--- config.mk ---
export PLATFORM = sky130hd
export DESIGN_NAME = modred_top
export DESIGN_NICKNAME = d
export VERILOG_FILES = /design/src/rtl/modred_pkg.sv /design/src/rtl/modred_digit_alu.sv /design/src/rtl/modred_rem_store.sv /design/src/rtl/modred_ctrl.sv /design/src/rtl/modred_top.sv
export SDC_FILE = /design/constraint.sdc
export NUM_CORES = 1
export LEC_CHECK = 0
export BUFFER_PORTS_ARGS = -buffer_cell sky130_fd_sc_hd__buf_2
export CORE_MARGIN = 5
export CORE_UTILIZATION = 30
export CTS_CLUSTER_SIZE = 30
export DETAILED_ROUTE_END_ITERATION = 7
export GPL_ROUTABILITY_DRIVEN = 0
export PLACE_DENSITY = 0.51
export SYNTH_ARGS = -nofsm -noshare
export SYNTH_HDL_FRONTEND = slang
export SYNTH_SLANG_ARGS = --single-unit
--- constraint.sdc ---
create_clock -name clk_i -period 19.31 [get_ports clk_i]
set_clock_uncertainty 0.15 [all_clocks]
set_input_delay 3.862 -clock clk_i [delete_from_list [all_inputs] [get_ports clk_i]]
set_output_delay 3.862 -clock clk_i [all_outputs]
set_load 0.03 [all_outputs]
--- src/rtl/modred_pkg.sv ---
package modred_pkg;
  typedef enum logic [1:0] {ST_IDLE, ST_PICK, ST_PASS, ST_DONE} state_e;
  typedef enum logic [2:0] {K_NONE, K_STEP, K_FIX, K_TRIM, K_DIV, K_ADJ} kind_e;
endpackage

--- src/rtl/modred_digit_alu.sv ---
// One digit of R <- src +/- q*opd with a signed carry kept between cycles.
module modred_digit_alu #(
  parameter int W  = 8,
  parameter int QW = W + 1
) (
  input  logic          clk_i,
  input  logic          rst_ni,
  input  logic          en_i,
  input  logic          first_i,
  input  logic [W-1:0]  src_i,
  input  logic [W-1:0]  opd_i,
  input  logic [QW-1:0] q_i,
  input  logic          add_i,
  output logic [W-1:0]  dig_o
);
  localparam int PW = W + QW;
  localparam int VW = PW + 3;
  localparam int CW = VW - W;

  logic [PW-1:0] prod;
  logic [VW-1:0] sum;
  logic [CW-1:0] carry_q;
  logic [CW-1:0] cin;

  always_comb begin
    prod = PW'(q_i) * PW'(opd_i);
    cin  = first_i ? '0 : carry_q;
    sum  = VW'(src_i) + {{W{cin[CW-1]}}, cin};
    sum  = add_i ? sum + VW'(prod) : sum - VW'(prod);
  end

  assign dig_o = sum[W-1:0];

  always_ff @(posedge clk_i or negedge rst_ni) begin
    if (!rst_ni)   carry_q <= '0;
    else if (en_i) carry_q <= sum[VW-1:W];
  end
endmodule

--- src/rtl/modred_rem_store.sv ---
// Remainder digits 0..N+1 (two's complement across all of them) and the shift-hold digit.
module modred_rem_store #(
  parameter int W  = 8,
  parameter int N  = 4,
  parameter int IW = $clog2(N + 2)
) (
  input  logic               clk_i,
  input  logic               rst_ni,
  input  logic               load_i,
  input  logic [(N+1)*W-1:0] load_dig_i,
  input  logic               wr_i,
  input  logic [IW-1:0]      idx_i,
  input  logic [W-1:0]       wdig_i,
  output logic [W-1:0]       rd_o,
  output logic [W-1:0]       hold_o,
  output logic [W-1:0]       top_o,
  output logic [W-1:0]       hi_o,
  output logic [N*W-1:0]     rem_o
);
  localparam int DN = N + 2;

  logic [W-1:0] r_q [DN];
  logic [W-1:0] hold_q;

  always_ff @(posedge clk_i or negedge rst_ni) begin
    if (!rst_ni) begin
      for (int j = 0; j < DN; j++) r_q[j] <= '0;
      hold_q <= '0;
    end else if (load_i) begin
      for (int j = 0; j <= N; j++) r_q[j] <= load_dig_i[j*W +: W];
      r_q[N+1] <= '0;
    end else if (wr_i) begin
      r_q[idx_i] <= wdig_i;
      hold_q     <= r_q[idx_i];
    end
  end

  assign rd_o   = r_q[idx_i];
  assign hold_o = hold_q;
  assign top_o  = r_q[N];
  assign hi_o   = r_q[N+1];

  for (genvar g = 0; g < N; g++) begin : g_rem
    assign rem_o[g*W +: W] = r_q[g];
  end
endmodule

--- src/rtl/modred_ctrl.sv ---
module modred_ctrl
  import modred_pkg::*;
#(
  parameter int W  = 8,
  parameter int N  = 4,
  parameter int L  = 8,
  parameter int IW = $clog2(N + 2),
  parameter int XW = $clog2(L),
  parameter int QW = W + 1
) (
  input  logic          clk_i,
  input  logic          rst_ni,
  input  logic          start_i,
  input  logic [W-1:0]  top_i,
  input  logic [W-1:0]  hi_i,
  output logic          busy_o,
  output logic          done_o,
  output logic          load_o,
  output logic          run_o,
  output logic          first_o,
  output logic [IW-1:0] idx_o,
  output logic [QW-1:0] q_o,
  output logic          add_o,
  output logic          sel_m_o,
  output logic          shift_o,
  output logic [XW-1:0] xidx_o,
  output logic          pick_o,
  output kind_e         kind_o
);
  localparam int MW = $clog2(L + 1);
  localparam int DW = $clog2(W + 2);
  localparam logic [MW-1:0] MAIN_INIT = MW'(L - N - 1);
  localparam logic [DW-1:0] DIV_INIT  = DW'(W + 1);
  localparam logic [IW-1:0] LAST      = IW'(N + 1);

  state_e        state_q;
  kind_e         kind_q;
  logic [IW-1:0] idx_q;
  logic [MW-1:0] main_left_q;
  logic [DW-1:0] div_left_q;
  logic          trim_done_q;
  logic [QW-1:0] q_q;
  logic          add_q, selm_q, shift_q;
  logic [XW-1:0] xidx_q;
  logic          ovf, neg;

  assign ovf = (hi_i != '0);
  assign neg = hi_i[W-1];

  always_ff @(posedge clk_i or negedge rst_ni) begin
    if (!rst_ni) begin
      state_q     <= ST_IDLE;
      kind_q      <= K_NONE;
      idx_q       <= '0;
      main_left_q <= '0;
      div_left_q  <= '0;
      trim_done_q <= 1'b0;
      q_q         <= '0;
      add_q       <= 1'b0;
      selm_q      <= 1'b0;
      shift_q     <= 1'b0;
      xidx_q      <= '0;
    end else begin
      case (state_q)
        ST_IDLE: if (start_i) begin
          main_left_q <= MAIN_INIT;
          div_left_q  <= DIV_INIT;
          trim_done_q <= 1'b0;
          kind_q      <= K_NONE;
          state_q     <= ST_PICK;
        end
        ST_PICK: begin
          idx_q   <= '0;
          state_q <= ST_PASS;
          q_q     <= QW'(1);
          add_q   <= 1'b0;
          selm_q  <= 1'b0;
          shift_q <= 1'b0;
          if (!trim_done_q && ovf) begin
            kind_q <= K_FIX;
          end else if (main_left_q != '0) begin
            // quotient digit is the top digit of the shifted remainder
            kind_q      <= K_STEP;
            q_q         <= QW'(top_i);
            shift_q     <= 1'b1;
            xidx_q      <= XW'(main_left_q - 1'b1);
            main_left_q <= main_left_q - 1'b1;
          end else if (!trim_done_q) begin
            kind_q      <= K_TRIM;
            trim_done_q <= 1'b1;
          end else if (div_left_q != '0) begin
            kind_q     <= K_DIV;
            q_q        <= QW'(1) << (div_left_q - 1'b1);
            add_q      <= neg;
            selm_q     <= 1'b1;
            div_left_q <= div_left_q - 1'b1;
          end else if (neg) begin
            kind_q <= K_ADJ;
            add_q  <= 1'b1;
            selm_q <= 1'b1;
          end else begin
            state_q <= ST_DONE;
          end
        end
        ST_PASS: begin
          if (idx_q == LAST) begin
            idx_q   <= '0;
            state_q <= ST_PICK;
          end else begin
            idx_q <= idx_q + 1'b1;
          end
        end
        default: state_q <= ST_IDLE;
      endcase
    end
  end

  assign busy_o  = (state_q != ST_IDLE);
  assign done_o  = (state_q == ST_DONE);
  assign load_o  = (state_q == ST_IDLE) && start_i;
  assign run_o   = (state_q == ST_PASS);
  assign first_o = (idx_q == '0);
  assign pick_o  = (state_q == ST_PICK);
  assign idx_o   = idx_q;
  assign q_o     = q_q;
  assign add_o   = add_q;
  assign sel_m_o = selm_q;
  assign shift_o = shift_q;
  assign xidx_o  = xidx_q;
  assign kind_o  = kind_q;
endmodule

--- src/rtl/modred_top.sv ---
module modred_top
  import modred_pkg::*;
#(
  parameter int W = 8,
  parameter int N = 4,
  parameter int L = 8
) (
  input  logic               clk_i,
  input  logic               rst_ni,
  input  logic               start_i,
  input  logic [L*W-1:0]     value_i,
  input  logic [N*W-1:0]     mod_i,
  input  logic [(N+1)*W-1:0] mod_scaled_i,
  output logic               busy_o,
  output logic               done_o,
  output logic [N*W-1:0]     rem_o
);
  localparam int IW = $clog2(N + 2);
  localparam int XW = $clog2(L);
  localparam int QW = W + 1;
  localparam int DN = N + 2;

  logic [W-1:0] val_d [L];
  logic [W-1:0] m_d   [DN];
  logic [W-1:0] ms_d  [DN];

  for (genvar g = 0; g < L; g++) begin : g_val
    assign val_d[g] = value_i[g*W +: W];
  end
  for (genvar g = 0; g < DN; g++) begin : g_mod
    if (g < N) begin : g_m
      assign m_d[g] = mod_i[g*W +: W];
    end else begin : g_mz
      assign m_d[g] = '0;
    end
    if (g <= N) begin : g_s
      assign ms_d[g] = mod_scaled_i[g*W +: W];
    end else begin : g_sz
      assign ms_d[g] = '0;
    end
  end

  logic          load, run, first, add, sel_m, shift, pick;
  logic [IW-1:0] idx;
  logic [XW-1:0] xidx;
  logic [QW-1:0] q;
  kind_e         kind;
  logic [W-1:0]  rd_dig, hold_dig, top_dig, hi_dig, wdig, src_dig, opd_dig;

  modred_ctrl #(.W(W), .N(N), .L(L), .IW(IW), .XW(XW), .QW(QW)) u_ctrl (
    .clk_i   (clk_i),
    .rst_ni  (rst_ni),
    .start_i (start_i),
    .top_i   (top_dig),
    .hi_i    (hi_dig),
    .busy_o  (busy_o),
    .done_o  (done_o),
    .load_o  (load),
    .run_o   (run),
    .first_o (first),
    .idx_o   (idx),
    .q_o     (q),
    .add_o   (add),
    .sel_m_o (sel_m),
    .shift_o (shift),
    .xidx_o  (xidx),
    .pick_o  (pick),
    .kind_o  (kind)
  );

  // main step works on R*d + x: digit 0 is the incoming value digit
  assign src_dig = shift ? ((idx == '0) ? val_d[xidx] : hold_dig) : rd_dig;
  assign opd_dig = sel_m ? m_d[idx] : ms_d[idx];

  modred_digit_alu #(.W(W), .QW(QW)) u_alu (
    .clk_i   (clk_i),
    .rst_ni  (rst_ni),
    .en_i    (run),
    .first_i (first),
    .src_i   (src_dig),
    .opd_i   (opd_dig),
    .q_i     (q),
    .add_i   (add),
    .dig_o   (wdig)
  );

  modred_rem_store #(.W(W), .N(N), .IW(IW)) u_store (
    .clk_i      (clk_i),
    .rst_ni     (rst_ni),
    .load_i     (load),
    .load_dig_i (value_i[L*W-1 -: (N+1)*W]),
    .wr_i       (run),
    .idx_i      (idx),
    .wdig_i     (wdig),
    .rd_o       (rd_dig),
    .hold_o     (hold_dig),
    .top_o      (top_dig),
    .hi_o       (hi_dig),
    .rem_o      (rem_o)
  );
endmodule

After elaboration in Yosys (flattened, before gate mapping)
Index checks and enable logic that the tools add are counted.
{"block": "op_classes", "add_sub_neg": 6, "mul": 1, "n_lt_le_gt_ge": 3, "n_eq_ne": 11, "n_shift": 1, "muxes": 61, "n_bitwise": 4, "n_reduce_logical": 19}
{"operator": "8-bit binary-select mux with 3-bit select", "n": 4}
{"operator": "48-bit two-way mux", "n": 2}
{"operator": "8-bit two-way mux", "n": 12}
{"operator": "48-bit bitwise mux", "n": 1}
{"operator": "9-bit two-way mux", "n": 4}
{"operator": "4-bit two-way mux", "n": 8}
{"operator": "8-bit demux with 3-bit select", "n": 1}
{"operator": "20-bit by 17-bit adder with 20-bit output", "n": 1}
{"operator": "20-bit two-way mux", "n": 1}
{"operator": "20-bit by 17-bit subtractor with 20-bit output", "n": 1}
{"operator": "9-bit by 8-bit multiplier with 17-bit output", "n": 1}
{"operator": "4-bit case mux with 2 select lines", "n": 2}
{"operator": "1-bit two-way mux", "n": 15}
{"operator": "9-bit by 12-bit adder with 13-bit output", "n": 1}
{"operator": "12-bit two-way mux", "n": 1}
{"operator": "2-bit two-way mux", "n": 6}
{"operator": "1-bit by 4-bit << shifter with 9-bit output (first input constant)", "n": 1}
{"operator": "4-bit greater-or-equal comparator (second input constant)", "n": 2}
{"operator": "2-bit by 1-bit inequality test with 1-bit output (second input constant)", "n": 4}
{"operator": "3-bit inverter with 4-bit output", "n": 2}
{"operator": "4-bit AND reduction", "n": 2}
{"operator": "2-bit nonzero test", "n": 4}
{"operator": "4-bit nonzero test", "n": 2}
{"operator": "8-bit nonzero test", "n": 1}
{"operator": "19 further kinds", "n": 27}
{"block": "totals", "ff_bits": 97, "in_bits": 139, "out_inout_bits": 34, "word_cells": 124}

Depth between registers and ports, before layout
Gate-level depths: netlist of run 1.
{"block": "logic_depth", "ltp_word": 12, "ltp_mapped": 34}

Hierarchy
A second synthesis of run 1 with hierarchy kept.
{"block": "unflattened", "hier_cells": 1204, "hier_area_um2": 10821.6}
{"module": "modred_digit_alu", "instances": 1, "cells_each": 555, "area_each_um2": 4644.5, "seq_area_each_um2": 275.3}
{"module": "modred_rem_store", "instances": 1, "cells_each": 297, "area_each_um2": 3000.4, "seq_area_each_um2": 1401.3}
{"module": "modred_ctrl", "instances": 1, "cells_each": 183, "area_each_um2": 1856.8, "seq_area_each_um2": 800.8}
{"module": "modred_top", "instances": 1, "cells_each": 169, "area_each_um2": 1320.0, "seq_area_each_um2": 0.0}

Least setup slack after synthesis of run 1
Ideal clock, no wire load.
{"block": "synth_timing", "kind": "input port to flip-flop", "startpoint": "input mod_i[28]", "endpoint": "register u_alu.carry_q[11]", "arrival_ns": 11.120, "t_required_ns": 19.035, "slack_ns": 7.915, "stages": 31, "path_buffers": 0, "cell_sequence": "mux4_2 -> mux2i_1 -> o21ai_1 -> and2_1 -> fa_1 -> inv_1 -> fa_1 -> inv_1 -> fa_1 -> inv_1 -> fa_1 -> inv_1 -> ha_1 -> a21o_1 -> a221oi_1 -> o21ai_0 -> a32oi_1 -> o21ai_0 -> and2_1 -> nor2_1 -> xnor2_1 -> ha_1 -> a21o_1 -> a21o_1 -> a2111oi_0 -> a21oi_1 -> o21a_1 -> o21a_1 -> o41ai_1 -> xnor3_1 -> mux2_4"}
{"block": "synth_via", "elab_chain_cells": 7, "elab_cells_between_ends": 8, "cone_classes": "2 x add/sub; 1 x mul; 5 x mux"}
{"item": "start, declared", "line": "modred_top.sv:12", "rtl": "input logic [N*W-1:0] mod_i,"}
{"item": "8-bit binary-select mux with 3-bit select (*)", "line": "modred_top.sv:73", "rtl": "assign opd_dig = sel_m ? m_d[idx] : ms_d[idx];"}
{"item": "8-bit two-way mux (not written as such) (*) (2 in series)", "line": "modred_top.sv:73"}
{"item": "8-bit two-way mux (*)", "line": "modred_top.sv:73"}
{"item": "9-bit by 8-bit multiplier with 17-bit output (*)", "line": "modred_digit_alu.sv:26", "rtl": "prod = PW'(q_i) * PW'(opd_i);"}
{"item": "20-bit by 17-bit subtractor with 20-bit output or 20-bit by 17-bit adder with 20-bit output (tied branches)", "line": "modred_digit_alu.sv:29", "rtl": "sum = add_i ? sum + VW'(prod) : sum - VW'(prod);"}
{"item": "20-bit two-way mux (*)", "line": "modred_digit_alu.sv:29"}
{"item": "end signal, assigned", "line": "modred_digit_alu.sv:36", "rtl": "else if (en_i) carry_q <= sum[VW-1:W];"}
{"item": "end, declared", "line": "modred_digit_alu.sv:22", "rtl": "logic [CW-1:0] carry_q;"}
Every way passes the cells marked *; elsewhere a longest branch is shown, timed or not. The select of a mux whose other input is x is not followed.
A chain may end at the register's enable or synchronous reset.

Worst setup path in the final report of run 1
Ends and elaborated chain as after synthesis.

==> out/metrics.cfg, run 1 <==
[setup_path]
startpoint_type=input pin
cp_slowest_stage_delay_ps=640
cp-startpoint=mod_i[28]
crit_type=input pin to flop
reg2reg_from=u_ctrl.idx_o[0]$_DFFE_PN0P_
reg2reg_setup_slack_ps=9750
rr_worst_depth=31
cp.required_ps=19390
critPathCapture=u_alu.carry_q[11]$_DFFE_PN0P_
crit_path_max_fanout=9
cp.arrival_ps=11990
cp-end-kind=flop
crit-reg2reg-capture=u_alu.carry_q[11]$_DFFE_PN0P_
critPathSlowestCell=a221oi_1

[sta]
max-slew-margin-rel_pct=24.7
setup_viol=0
worst_pin_slew_ps=1120
fmax_ghz=0.0840
report.final.slew_viol_count=0
rsz0062_at_grt=false
tns_ps=0
final-hold-violation-count=0
period_share_pct=61.6
fin_crit_ps=11900

[grt]
overflow=0
gr-usage-all-layers_pct=15.8
grt_pass1_wl_mm=47.5
grt_max_degree=91
antenna_found_initial=1
grt_pass1_vias=9028

[hold_path]
hold_depth=1
hold_class=flop to flop
worstHoldStart=u_alu.carry_q[7]$_DFFE_PN0P_

[status]
status=complete, no violations

[clock_network]
cts_buffers=9
clockBufferDepth=2
cts_root_buf=clkbuf_16
tritoncts=done
clock_latency_ps=350
cts_resized=0
clk_pin_slew_worst_paths_ps=70
cts_hold_buf=0
h-tree-depth=3
cts_sinks=97
post_cts_buffers=0

[die]
std_cell_rows=66
die_y_um=193
core_area_mm2=0.0327
start_util_pct=30.6
die_w_um=193
ios=173
dieArea_mm2=0.0371

[synthesis]
synth_cells=1084
synthesis.nets=1342
syn_avg_cell_area_um2=9.23
synth_edf_count=0
netlist_area_mm2=0.0100
yosysUniqueCellTypes=61
synth_flop_cell=dfrtp_1
ys_seq_elements=97
synth.yosys.seq_area_share_pct=24.3
async_flop_share_pct=100
synth_warnings=0

[layout]
final_cell_mix=buf_2 (171), nand2_1 (113), dfrtp_1 (96), inv_1 (86), o21ai_0 (83)
final_common_cell=buf_2
syn_to_final_growth_pct=16.5
antenna_cells=0
nets=1489
drive_gt1_share_pct=21.8

[drt]
ant_nets=0
drc_errors=0
drt-total-wl_mm=28.7
dr.first_iter.drc_count=393
drt_first_pass_iters=5
vias=8583
vias_per_cell=5.12
wl_per_cell_um=17.1

[placed_design]
port_buffers=172
hpwl_mm=23.0

[flow_run]
drv_cap=0

stage by stage:
step,instance area (um^2),util [%],setup slack (ps),std cells,hold WS (ps)
after floorplan,10000,-,7920,1084,295
after global placement,11300,34.7,7290,1662,314
after detailed placement,11300,34.7,7110,1662,323
after CTS,11700,35.7,7420,1678,342
after global routing,11700,35.7,6830,1678,364
final,11700,35.7,7410,1678,336
kinds of logic after synthesis:
| group | share of synthesized area, % |
|---|---|
| AND/OR/NAND/NOR | 15.2 |
| XOR/XNOR | 5.12 |
| AO/OA/AOI/OAI | 15.7 |
| multiplexers | 16.4 |
| buffers and inverters | 5.20 |
| adder cells (fa/ha/maj) | 18.2 |
| flip-flops | 24.3 |
per-layer routing:
metal / global-route usage [%] / vias to the layer above / part of all wire (%)
met5: 0 / - / 0.045
met4: 2.58 / 2 / 0.69
met3: 2.33 / 20 / 4.3
met2: 25.9 / 186 / 47
met1: 22.4 / 4239 / 48
li1: - / 4136 / -
Yosys cell counts, types with 3 or more instances:
| master | instances | share of area [%] |
|---|---|---|
| o211ai_1 | 14 | 1.0 |
| a22oi_1 | 8 | 0.60 |
| o21ai_1 | 7 | 0.35 |
| or3_1 | 5 | 0.31 |
| mux2_2 | 19 | 2.1 |
| and3_1 | 13 | 0.81 |
| xor2_1 | 16 | 1.4 |
| a21oi_1 | 65 | 3.2 |
| o21ai_0 | 83 | 4.2 |
| nand2_1 | 113 | 4.2 |
| nor3_1 | 23 | 1.1 |
| a211oi_1 | 3 | 0.22 |
| nand4_1 | 5 | 0.31 |
| buf_1 | 8 | 0.30 |
| ha_1 | 75 | 9.4 |
| nor2b_1 | 4 | 0.25 |
| and2_1 | 70 | 4.4 |
| a21o_1 | 23 | 1.7 |
| nor4b_1 | 3 | 0.26 |
| a32o_1 | 3 | 0.30 |
| nor4_1 | 3 | 0.19 |
| a31oi_1 | 11 | 0.69 |
| mux2i_1 | 53 | 5.3 |
| mux4_2 | 39 | 8.8 |
| fa_1 | 44 | 8.8 |
| clkbuf_1 | 37 | 1.4 |
| o21a_1 | 4 | 0.30 |
| a221o_1 | 7 | 0.70 |
| inv_1 | 86 | 3.2 |
| o21bai_1 | 10 | 0.75 |
| xnor2_1 | 40 | 3.5 |
| dfrtp_1 | 97 | 24 |
| nand3_1 | 8 | 0.40 |
| nand2b_1 | 6 | 0.38 |
| nor2_1 | 47 | 1.8 |
registers in the layout, summed over array words and instances, names as in the netlist, 2 cells and up:
name                flops
u_store.hi_o            8
u_store.rem_o          32
u_ctrl.q_o              9
u_alu.carry_q          12
u_ctrl.main_left_q      4
u_ctrl.xidx_o           3
u_ctrl.state_q          2
u_ctrl.idx_o            3
u_store.top_o           8
u_ctrl.div_left_q       4
u_store.hold_o          8
worst max-delay path: cells and delay by family:
| family | cells | cell delay [ps] |
|---|---|---|
| compound gates | 13 | 3280 |
| xor+xnor | 2 | 340 |
| fa+ha+maj | 6 | 2780 |
| buf+inv | 5 | 300 |
| mux | 3 | 870 |
| simple gates | 3 | 550 |
worst min-delay path by stage:
stage,endpoint
floorplan,u_alu.carry_q[7]$_DFFE_PN0P_
global placement,u_alu.carry_q[7]$_DFFE_PN0P_
detailed placement,u_alu.carry_q[7]$_DFFE_PN0P_
CTS,u_alu.carry_q[7]$_DFFE_PN0P_
global route,u_alu.carry_q[7]$_DFFE_PN0P_
finish,u_alu.carry_q[7]$_DFFE_PN0P_
final cells by class:
class / instances / area (um^2)
clock buffers: 11 / 253
clock inverters: 5 / 67.6
fillers: 3423 / 21000
inverters: 88 / 330
multi-input cells: 851 / 7070
flip-flops and latches: 97 / 2430
well taps: 442 / 553
repair buffers: 184 / 953
Power of run 1 is left out: the tool's default activity adds up to more than one toggle a clock period on the data nets, which glitch-free logic cannot reach.
==> run 2: changes to the inputs <==
Settings changed: PLACE_DENSITY 0.51 to 0.53.
Clock period 19.31 ns to 10.5 ns, I/O delays scaled along.
==> run 2 against run 1 <==
Cell count grew 0.36%. Highest routed layer is now met4. First-iteration DRC count increased by 1.3%. Critical path type unchanged. Design area up 0.39%. Via count about the same. Global-route usage grew 0.14 points. Clock-buffer cell count fell by 2. Sequential share of layout area is 0.080 points lower. Core utilization grew 0.14 points. Worst setup slack got worse by 6800 ps. Flip-flop and latch count did not move.
==> out/metrics.cfg, run 2 (synthesis results as in run 1) <==
[layout]
largest_reg_flops=32
final_common_cell=buf_2
n_fill_cell=3428
seq_area_mm2=0.00243
multiInputGateArea_mm2=0.00707
final_cell_mix=buf_2 (171), nand2_1 (113), dfrtp_1 (96), inv_1 (86), o21ai_0 (83)
nets=1495
drive_gt1_share_pct=22.1
utilization_pct=35.8
antenna_cells=0
syn_to_final_growth_pct=16.9

[flow_run]
drv_cap=0

[setup_path]
cp.required_ps=10590
startpoint_type=input pin
rr_worst_depth=30
cp-end-kind=flop
crit_path_max_fanout=9
crit_type=input pin to flop
cp-startpoint=mod_i[28]
cp.arrival_ps=10020
crit-reg2reg-capture=u_alu.carry_q[11]$_DFFE_PN0P_
cp_slowest_stage_delay_ps=540
critPathSlowestCell=fa_1
reg2reg_setup_slack_ps=1240
reg2reg_from=u_ctrl.idx_o[0]$_DFFE_PN0P_
path_buf_inv=6
cp_top_family=adder cells

[grt]
gr-usage-all-layers_pct=15.9
grt_pass1_wl_mm=47.7
antenna_found_initial=0
overflow=0
grt_pass1_vias=8949
grt_max_degree=91

[sta]
fin_crit_ps=9920
worst_pin_slew_ps=1180
tns_ps=0
period_share_pct=94.5
report.final.slew_viol_count=0
fmax_ghz=0.101
setup_viol=0
max-slew-margin-rel_pct=21.1
rsz0062_at_grt=false
final-hold-violation-count=0

[drt]
drt_first_pass_iters=6
drc_errors=0
drt-total-wl_mm=28.7
dr.first_iter.drc_count=398
ant_nets=0
vias=8580
vias_per_cell=5.10
wl_per_cell_um=17.1

[status]
status=complete, no violations

[clock_network]
cts_buffers=9
clk_pin_slew_worst_paths_ps=80
clockBufferDepth=2
h-tree-depth=3
cts_resized=0
tritoncts=done
cts_root_buf=clkbuf_16
clock_latency_ps=360
cts_sinks=97

[placed_design]
port_buffers=172
hpwl_mm=22.9

[hold_path]
hold_depth=1
whs_endpoint=u_alu.carry_q[7]$_DFFE_PN0P_
worstHoldStart=u_alu.carry_q[7]$_DFFE_PN0P_
hold_class=flop to flop

[die]
die_w_um=193
ios=173
dieArea_mm2=0.0371
start_util_pct=30.6
std_cell_rows=66
core_area_mm2=0.0327
die_y_um=193

-- run 2: cell types whose count changed in the layout (fill, tap and decap cells not counted), sizes merged --
cell / change
buf: +6
clkbuf: -2
clkinv: +2
-- run 2: how the worst max path moves through the flow --
stage	endpoint	depth (start not counted)
after CTS	u_alu.carry_q[11]$_DFFE_PN0P_	32
after floorplan	u_alu.carry_q[11]$_DFFE_PN0P_	31
after global placement	u_alu.carry_q[11]$_DFFE_PN0P_	32
after global routing	u_alu.carry_q[11]$_DFFE_PN0P_	32
final	u_alu.carry_q[11]$_DFFE_PN0P_	33
after detailed placement	u_alu.carry_q[11]$_DFFE_PN0P_	32
-- run 2: what timing repair did --
item                       4_1_cts  5_1_grt
buffers inserted                 0        3
hold buffers                     0        0
setup endpoints to repair        0        1
-- run 2: layout make-up --
cell class / instances / area share [%]
clock buffers: 9 / 1.92
clock inverters: 7 / 0.812
inverters: 88 / 2.82
multi-input cells: 851 / 60.4
flip-flops and latches: 97 / 20.7
well taps: 442 / 4.72
repair buffers: 190 / 8.53
-- run 2: routing by layer --
metal | track usage (%) | part of all wire, % | wire length [um]
met5 | 0 | 0 | 0
met1 | 22.7 | 48 | 13700
met2 | 25.8 | 46 | 13200
met4 | 3.07 | 1.2 | 358
met3 | 2.35 | 5.1 | 1470
-- run 2: stage by stage --
| stage | instances | area [um^2] | hold WS, ps | worst slack, ps |
|---|---|---|---|---|
| final | 1684 | 11700 | 338 | 576 |
| after detailed placement | 1665 | 11400 | 311 | 200 |
| after floorplan | 1084 | 10000 | 295 | 867 |
| after CTS | 1681 | 11700 | 340 | 533 |
| after global placement | 1665 | 11400 | 317 | 347 |
| after global routing | 1684 | 11700 | 363 | 53.9 |
Power of run 2 is left out for the same reason.
==> run 3: changes to the inputs <==
--- a/config.mk
+++ b/config.mk
@@ -8,9 +8,9 @@
 export BUFFER_PORTS_ARGS = -buffer_cell sky130_fd_sc_hd__buf_2
 export CORE_MARGIN = 5
-export CORE_UTILIZATION = 30
+export CORE_UTILIZATION = 50
 export CTS_CLUSTER_SIZE = 30
 export DETAILED_ROUTE_END_ITERATION = 7
 export GPL_ROUTABILITY_DRIVEN = 0
-export PLACE_DENSITY = 0.53
+export PLACE_DENSITY = 0.78
 export SYNTH_ARGS = -nofsm -noshare
 export SYNTH_HDL_FRONTEND = slang
==> constraint.sdc (replaced) <==
create_clock -name clk_i -period 10.5 [get_ports clk_i]
set_clock_uncertainty 0.15 [all_clocks]
set_input_delay 1.05 -clock clk_i [delete_from_list [all_inputs] [get_ports clk_i]]
set_output_delay 1.05 -clock clk_i [all_outputs]
set_load 0.03 [all_outputs]
==> run 3 against run 2 <==
Cell count down 11%. Flip-flop and latch count unchanged. Design area down 2.5%. Via count up 1.8%. Largest cell class unchanged. Worst setup slack better by 530 ps. Highest routed layer unchanged. Global-route usage up 7.7 points. Clock-buffer cell count up 1. Routed wire length down 9.9%. First-iteration DRC count up 28%. Register-to-register slack worse by 130 ps.
==> out/metrics.cfg, run 3 (synthesis results as in run 1) <==
[clock_network]
cts_sinks=97
clockBufferDepth=2
cts_resized=0
clock_latency_ps=340
h-tree-depth=3
clk_pin_slew_worst_paths_ps=80
post_cts_buffers=0
cts_buffers=9
cts_hold_buf=0
cts_root_buf=clkbuf_16
tritoncts=done

[grt]
grt_pass1_vias=9186
grt_pass1_wl_mm=44.2
overflow=0
gr-usage-all-layers_pct=23.6
antenna_found_initial=0
grt_max_degree=91

[die]
die_w_um=151
core_area_mm2=0.0196
std_cell_rows=51
dieArea_mm2=0.0229
ios=173
start_util_pct=51.1
die_y_um=151

[layout]
final_common_cell=buf_2
drive_gt1_share_pct=21.7
n_fill_cell=1676
antenna_cells=0
final_cell_mix=buf_2 (171), nand2_1 (113), dfrtp_1 (96), inv_1 (86), o21ai_0 (83)
nets=1488
largest_reg_flops=32
syn_to_final_growth_pct=14.0

[drt]
wl_per_cell_um=17.3
drt-total-wl_mm=25.9
vias=8736
dr.first_iter.drc_count=508
drt_first_pass_iters=5
ant_nets=0
drc_errors=0
vias_per_cell=5.82

[sta]
setup_viol=0
fin_crit_ps=9390
worst_pin_slew_ps=1060
fmax_ghz=0.106
report.final.slew_viol_count=0
rsz0062_at_grt=false
max-slew-margin-rel_pct=28.8
tns_ps=0
final-hold-violation-count=0
hold_slack_ps=328
period_share_pct=89.5

[placed_design]
hpwl_mm=20.4
port_buffers=172

[setup_path]
crit_path_max_fanout=12
crit_type=flop to flop
path_buf_inv=3
cp_top_family=compound AO/OA/AOI/OAI gates
cp.arrival_ps=9480
cp-end-kind=flop
critPathSlowestCell=nor4b_2
cp.required_ps=10590
cp_slowest_stage_delay_ps=810
startpoint_type=flop
cp_common_cell=fa_1

[hold_path]
hold_class=flop to flop

[status]
status=complete, no violations

[flow_run]
drv_cap=0

-- run 3: cell types whose count changed in the layout (fill, tap and decap cells not counted), sizes merged --
cell	change
buf	-7
bufinv	-1
clkbuf	+1
clkinv	-1
inv	+1
-- run 3: worst reg2reg max path, delay by kind of cell (launching register included) --
| kind | cells | cell delay [ps] |
|---|---|---|
| compound gates | 13 | 3470 |
| fa+ha+maj | 6 | 2830 |
| simple gates | 5 | 1400 |
| flops | 1 | 620 |
| xor+xnor | 2 | 410 |
| mux | 1 | 260 |
| buf+inv | 3 | 160 |
-- run 3: metrics by stage --
step,instances,cell area [um^2],utilization (%),setup slack (ps)
6_report,1500,11400,58.2,1110
5_1_grt,1500,11400,58.2,474
4_1_cts,1500,11400,58.2,1160
3_5_place_dp,1484,11100,56.7,1150
3_3_place_gp,1484,11100,56.7,1400
2_1_floorplan,1084,10000,-,1790
-- run 3: cell type report --
class | instances | area [um^2] | area share (%)
clock buffer | 10 | 239 | 2.09
clock inverter | 6 | 57.6 | 0.505
inverter | 88 | 330 | 2.90
multi-input combinational | 851 | 7070 | 62.0
sequential | 97 | 2430 | 21.3
tap | 265 | 332 | 2.91
timing repair buffer | 183 | 946 | 8.29
-- run 3: worst paths after layout --
check	startpoint	slack, ps	end	cells after the start
worst max register to register	u_ctrl.sel_m_o$_DFFE_PN0P_	1110	u_alu.carry_q[11]$_DFFE_PN0P_	30
worst min-delay path	u_alu.carry_q[7]$_DFFE_PN0P_	330	u_alu.carry_q[7]$_DFFE_PN0P_	1
max in group asynchronous	rst_ni	8540	u_alu.carry_q[7]$_DFFE_PN0P_	2
worst max-delay path	u_ctrl.sel_m_o$_DFFE_PN0P_	1110	u_alu.carry_q[11]$_DFFE_PN0P_	30
min in group asynchronous	rst_ni	460	u_store.rem_o[16]$_DFFE_PN0P_	1
worst min register to register	u_alu.carry_q[7]$_DFFE_PN0P_	330	u_alu.carry_q[7]$_DFFE_PN0P_	1
-- run 3: per-layer routing --
layer	track usage, %	routed length, um
met2	40.7	12600
met3	3.12	1660
met5	0	0
met1	31.3	11100
met4	6.96	542
Power of run 3 is left out for the same reason.
